**src/rtl/seg_window_xlate.sv**
```systemverilog
module seg_window_xlate #(
  parameter int ADDR_W = 48,
  parameter int DOM_W  = 8
) (
  input  logic              clk,
  input  logic              rst_n,
  input  logic [ADDR_W-1:0] cfg_base,
  input  logic [5:0]        cfg_log2sz,
  input  logic [31:0]       cfg_upper,
  input  logic              tbl_we,
  input  logic [7:0]        tbl_idx,
  input  logic [DOM_W-1:0]  tbl_dom,
  input  logic              in_valid,
  input  logic [ADDR_W-1:0] in_addr,
  output logic              out_valid,
  output logic              out_hit,
  output logic [31:0]       out_addr,
  output logic [DOM_W-1:0]  out_dom
);
  localparam int SEG_BITS = 8;
  localparam int SEG_N    = 1 << SEG_BITS;

  logic [ADDR_W-1:0] win_mask;
  logic [31:0]       low_mask;
  logic [5:0]        seg_sh;
  logic              hit_c;
  logic [7:0]        seg_c;
  logic [31:0]       addr_c;
  logic [DOM_W-1:0]  dom_tbl [SEG_N];

  assign win_mask = (ADDR_W'(1) << cfg_log2sz) - ADDR_W'(1);
  assign low_mask = win_mask[31:0];
  assign seg_sh   = cfg_log2sz - 6'(SEG_BITS);
  assign hit_c    = in_valid && ((in_addr & ~win_mask) == (cfg_base & ~win_mask));
  assign seg_c    = SEG_BITS'((in_addr & win_mask) >> seg_sh);
  assign addr_c   = (in_addr[31:0] & low_mask) | (cfg_upper & ~low_mask);

  always_ff @(posedge clk) begin
    if (!rst_n) begin
      for (int i = 0; i < SEG_N; i++) dom_tbl[i] <= '0;
    end else if (tbl_we) begin
      dom_tbl[tbl_idx] <= tbl_dom;
    end
  end

  always_ff @(posedge clk) begin
    if (!rst_n) begin
      out_valid <= 1'b0;
      out_hit   <= 1'b0;
      out_addr  <= '0;
      out_dom   <= '0;
    end else begin
      out_valid <= in_valid;
      out_hit   <= hit_c;
      out_addr  <= hit_c ? addr_c : '0;
      out_dom   <= hit_c ? dom_tbl[seg_c] : '0;
    end
  end

  assert_latency_R2: assert property (@(posedge clk) disable iff (!rst_n)
    in_valid |=> out_valid);
  assert_idle_R2: assert property (@(posedge clk) disable iff (!rst_n)
    !in_valid |=> !out_valid);
  assert_hit_needs_valid_R3: assert property (@(posedge clk) disable iff (!rst_n)
    out_hit |-> out_valid);
  assert_miss_zero_R7: assert property (@(posedge clk) disable iff (!rst_n)
    (out_valid && !out_hit) |-> (out_dom == '0 && out_addr == '0));
  assert_upper_fill_R4: assert property (@(posedge clk) disable iff (!rst_n)
    out_hit |-> ((out_addr & ~$past(low_mask)) == ($past(cfg_upper) & ~$past(low_mask))));
  assert_table_write_R6: assert property (@(posedge clk) disable iff (!rst_n)
    tbl_we |=> dom_tbl[$past(tbl_idx)] == $past(tbl_dom));
endmodule

```
**config.mk**
```make
export PLATFORM = sky130hd
export DESIGN_NAME = seg_window_xlate
export DESIGN_NICKNAME = d
export VERILOG_FILES = /design/src/rtl/seg_window_xlate.sv
export SDC_FILE = /design/constraint.sdc
export NUM_CORES = 2
export LEC_CHECK = 0
export ABC_CLOCK_PERIOD_IN_PS = 6200
export BUFFER_PORTS_ARGS = -buffer_cell sky130_fd_sc_hd__buf_2
export CAP_MARGIN = 20
export CORE_AREA = 2 2 439 441
export DETAILED_ROUTE_END_ITERATION = 8
export DIE_AREA = 0 0 441 443
export GPL_TIMING_DRIVEN = 1
export HOLD_SLACK_MARGIN = 0.15
export PLACE_DENSITY = 0.71
export SLEW_MARGIN = 10
export SYNTH_ARGS = -nofsm -noshare
export SYNTH_HDL_FRONTEND = slang
export SYNTH_SLANG_ARGS = --single-unit
```
**constraint.sdc**
```tcl
create_clock -name clk -period 6.2 [get_ports clk]
set_clock_uncertainty 0.05 [all_clocks]
set_input_delay 0.62 -clock clk [delete_from_list [all_inputs] [get_ports clk]]
set_output_delay 0.62 -clock clk [all_outputs]
set_load 0.01 [all_outputs]
```
# Word level (Yosys, flattened, before mapping)
# Memories as Yosys holds them, arrays and structs flattened. A register that Yosys moved wholly into a read port is not among the register bits.
# Index checks and enable logic that the tools add are counted.
[totals] ff_bits=34 ramBits=2048 n_memories=1
[op_classes] addsub=2 eq_ne=1 shifts=2 muxes=7 n_bitwise=8 n_reduce_logical=4
[mem_list] name="dom_tbl" depth=256 word_bits=8 rd=1 rd_ports_with_merged_regs=1 wr=256 line_no="29" text="logic [DOM_W-1:0] dom_tbl [SEG_N];"
[op_table] cell="$and A48 B48 Y48" n=3
[op_table] cell="$and A32 B32 Y32" n=2
[op_table] cell="$eq A48 B48 Y1" n=1
[op_table] cell="$not A48 Y48" n=1
[op_table] cell="$shl A1 B6 Y48 const A" n=1
[op_table] cell="$shr A48 B6 Y8" n=1
[op_table] cell="$sub A48 B2 Y48 const B" n=1
[op_table] cell="$not A32 Y32" n=1
[op_table] cell="$or A32 B32 Y32" n=1
[op_table] cell="$mux W8" n=2
[op_table] cell="$reduce_or A8 Y1" n=1
[op_table] cell="$sub A6 B4 Y6 const B" n=1
[op_table] cell="$mux W1" n=5
[op_table] cell="$reduce_and A2 Y1" n=1
[op_table] cell="$logic_and A1 B1 Y1" n=1
[op_table] cell="$logic_not A1 Y1" n=1

# Longest topological paths before layout
[logic_depth] ltp_word=8 ltp_mapped=30 ltp_nobuf=17

# Least setup slack after synthesis
# No wires, ideal clock.
[synth_path] path_kind="input-to-reg" start="input cfg_log2sz[0]" end="register out_dom[4] (read register of dom_tbl)" setup_ps=133 arrival_ps=5280 required_time_ps=6017 setup_slack_ps=736 cell_stages=28 n_path_buf=14 path_cell_list="buf_2 buf_2 buf_4 buf_2 buf_2 buf_2 nand3_1 ha_1 buf_2 clkbuf_1 clkbuf_1 nand3_1 nand3_1 and3_1 a21oi_1 o2bb2ai_1 o21ai_1 nand2_1 buf_2 buf_2 buf_2 buf_4 buf_2 nand3_1 a21oi_1 o31a_1 o41ai_1 o41ai_1"
[synth_between] elab_chain_len=8 word_cells_on_any_way=12 cone_classes="add/sub: 2; eq/ne: 1; shift: 2; bitwise: 4; reduce/logical: 3"
[synth_rtl] item="from (decl)" line_no="8" text="input logic [5:0] cfg_log2sz,"
[synth_rtl] item="$shl A1 B6 Y48" line_no="31" text="assign win_mask = (ADDR_W'(1) << cfg_log2sz) - ADDR_W'(1);"
[synth_rtl] item="$sub A48 B2 Y48" line_no="31"
[synth_rtl] item="$not A48 Y48" line_no="34" text="assign hit_c = in_valid && ((in_addr & ~win_mask) == (cfg_base & ~win_mask));"
[synth_rtl] item="$and A48 B48 Y48" line_no="34"
[synth_rtl] item="$eq A48 B48 Y1" line_no="34"
[synth_rtl] item="$logic_and A1 B1 Y1" line_no="34"
[synth_rtl] item="$reduce_and A2 Y1 (no source line)"
[synth_rtl] item="$logic_not A1 Y1 (no source line)"
[synth_rtl] item="to (decl)" line_no="18" text="output logic [DOM_W-1:0] out_dom"
# Parallel ways exist; a longest one is shown, timed or not.
# A chain may end at the register's enable or synchronous reset.

# Worst setup path in the final report
[layout_path] start="input cfg_log2sz[0]" end="register out_dom[0] (read register of dom_tbl)"
# Same word-level chain as after synthesis.

==> reports/qor.yml <==
run_status:
  status: "completed"
detailed_routing:
  drt_wl_total_um: 368000
  via_per_inst: 6.34
  drt_iter0_drc: 12800
  drc_errors: 0
  wl_per_cell_um: 28.4
  via_count: 82200
  antenna_left: 0
  dr.pass1.iters: 6
cts:
  cts_made_buffers: 212
  clkTransAtPathRegs_ns: 0.07
  tritoncts: "yes"
  cts_hold_buf: 56
  cts.sinks: 2090
  post_cts_resized: 0
  clockBufferDepth: 3
  postCtsSetupBuffers: 0
  htree_levels: 4
  clkLatencyLatePin_ns: 0.89
  clockRootBuffer: "clkbuf_16"
timing:
  max_slew_margin_pct: 20.5
  setup_viol: 0
  hold_viol: 0
  fmax_ghz: 0.170
  worstMarginPinSlew_ns: 1.19
  slew_violations: 0
  grt_setup_unrepaired: "no"
  min_period_ns: 5.89
  fin_crit_sh_pct: 94.9
critical_path:
  r2r_cells: 11
  required_ns: 6.91
  crit_arrival_ns: 6.59
  cp-end-kind: "register"
  worstPathMaxFanout: 42
  critPathKind: "in -> reg"
  start_kind: "input port"
floorplan:
  die_x_um: 441
  start_util_pct: 54.5
  rows: 161
  pin_count: 196
  chipHeight_um: 443
  core_sq_um: 191000
  die_area_sq_um: 195000
logic_synthesis:
  synth_flop_cell: "edfxtp_1"
  async_flop_share_pct: 0
  syn_nets: 9947
  ys.warnings.count: 0
  syn_avg_cell_area_sq_um: 10.6
  synth_seq_cells: 2090
  synth_cell_types: 94
  netlist_area_sq_um: 104000
  synth-seq-area-share_pct: 59.8
  syn_inst: 9791
  synth_edf_count: 2048
cells_and_area:
  fillCellCount: 15200
  synthToLayoutAreaGrowth_pct: 14.4
  post-route-util_pct: 62.4
  final_cell_mix: "2066 x and2_1, 2048 x edfxtp_1, 1782 x nand2_1"
  final_common_cell: "and2_1"
  drive_gt1_share_pct: 13.2
  nNetsFinal: 10400
  final_area_sq_um: 119000
global_routing:
  use_met2_pct: 55.2
  grt_antenna_before_repair: 31
  grt_max_degree: 168
  grt.busiest_layer: "met2"
  grt_pass1_wl_um: 528000
  grt_overflow_total: 0
  met1_usage_pct: 48.7
  grtUsageMet3_pct: 9.53
  grt_usage_pct: 37.0
  grt_pass1_vias: 78000
placed_design:
  gp_congestion: 1.01
  dp_hpwl_um: 242000
  portBuffers: 195
  place_area_sq_um: 112000
power_and_ir_drop:
  p_leak_nw: 44.8
  power.density_nw_per_um2: 310
  max-vdd-ir-drop_mv: 0.328
job:
  max-cap-violations: 0
hold_path:
  hold_path.class: "in -> reg"
  whs_path_depth: 5
==> per-layer routing <==
| metal | share of wire [%] | wire [um] |
|---|---|---|
| met5 | 0.031 | 114 |
| met4 | 7.1 | 26200 |
| met3 | 13 | 46600 |
| met2 | 44 | 162000 |
| met1 | 36 | 133000 |
==> flip-flops by register name (all words and copies together), names as in the netlist <==
name and cells:
out_hit 1, out_dom 8, out_addr 32, dom_tbl 2048, out_valid 1
==> worst max-delay path, stage by stage <==
cell and delay (ns):
buf_2 0.13, nor4_1 0.41, nand2_1 0.20, ha_1 0.29, buf_4 0.22, and2_1 0.30
o21a_1 0.15, a31oi_1 0.48, a21oi_1 0.15, o2bb2ai_1 0.24, o21a_1 0.27, nor2_4 0.14
buf_12 0.21, buf_12 0.25, a2111oi_0 0.17, a311oi_1 0.29, a311oi_1 0.13, nor4_1 0.77
buf_4 0.25, o22ai_1 0.14, buf_4 0.18, or4_1 0.42, o41ai_1 0.08
==> area by class of cell <==
| type | instances | area, sq um | area share, % |
|---|---|---|---|
| clock inverters | 124 | 1060 | 0.889 |
| repair buffers | 1051 | 8610 | 7.22 |
| inverters | 19 | 71.3 | 0.0598 |
| well taps | 2526 | 3160 | 2.65 |
| diodes | 16 | 40.0 | 0.0336 |
| flip-flops and latches | 2090 | 62300 | 52.3 |
| clock buffers | 269 | 5560 | 4.67 |
| multi-input cells | 6870 | 38400 | 32.2 |
==> kinds of logic (layout without fill, tap and decap cells) <==
group / after synthesis / in the layout / share of synthesized area [%]
DFF: 2090 / 2090 / 59.8
buffers and inverters: 831 / 1463 / 3.52
and+or+nand+nor: 5383 / 5383 / 26.2
other: 0 / 16 / 0
muxes: 202 / 202 / 2.24
AOI/OAI and AO/OA: 1214 / 1214 / 7.59
xor gates and xnor gates: 69 / 69 / 0.580
adders and majority gates: 2 / 2 / 0.0240
==> final timing paths <==
check	from	to	slack [ns]
worst max-delay path	cfg_log2sz[0]	out_dom[0]	0.31
worst min-delay path	in_addr[4]	out_addr[4]	0.21
worst max register to register	dom_tbl[135][0]	out_dom[0]	3.00
worst min register to register	dom_tbl[81][7]	out_dom[7]	0.95
==> power by group <==
| group | switching [mW] | internal, mW | leakage [nW] |
|---|---|---|---|
| Combinational | 5.52 | 2.58 | 21.8 |
| Sequential | 0.224 | 16.2 | 19.8 |
| Clock | 5.63 | 6.78 | 3.20 |
==> Yosys cell counts (all sizes together), types with 11 or more instances <==
cell type	number	area share, %
and2	2066	12
edfxtp	2048	59
nand2	1789	6.5
nand3	797	3.8
clkbuf	432	1.6
nor2	389	1.4
buf	380	1.9
o21ai	339	1.6
a21oi	292	1.4
mux2i	163	1.6
and3	104	0.62
o211ai	80	0.58
a311oi	71	0.60
o22ai	51	0.31
a31oi	50	0.31
nand4	43	0.26
dfxtp	42	0.81
nor3	41	0.20
nor4	41	0.26
xnor2	39	0.33
a211oi	31	0.22
xor2	30	0.25
a21boi	25	0.18
a41oi	23	0.19
mux4	23	0.50
nor2b	23	0.14
or3	22	0.13
a21o	19	0.14
inv	19	0.068
a211o	18	0.15
or4	18	0.13
a2111oi	16	0.14
mux2	16	0.17
nand2b	16	0.096
a311o	14	0.13
o31ai	14	0.11
o32ai	13	0.12
o2111ai	12	0.10
o221ai	12	0.10
a22oi	11	0.079
o41ai	11	0.11
==> per-stage QoR <==
stage	instances	power, mW	setup slack, ns	TNS [ns]	hold WS, ns
final	13000	36.9	0.314	0	0.210
after global routing	13000	37.8	0.285	0	0.224
after CTS	12900	36.6	0.579	0	0.151
after detailed placement	12400	24.4	-0.320	-1.22	0.814
after global placement	12400	24.4	-0.827	-2.77	0.806
after floorplan	9791	20.6	0.736	0	0.706
Power figures use the tool's default switching activity.
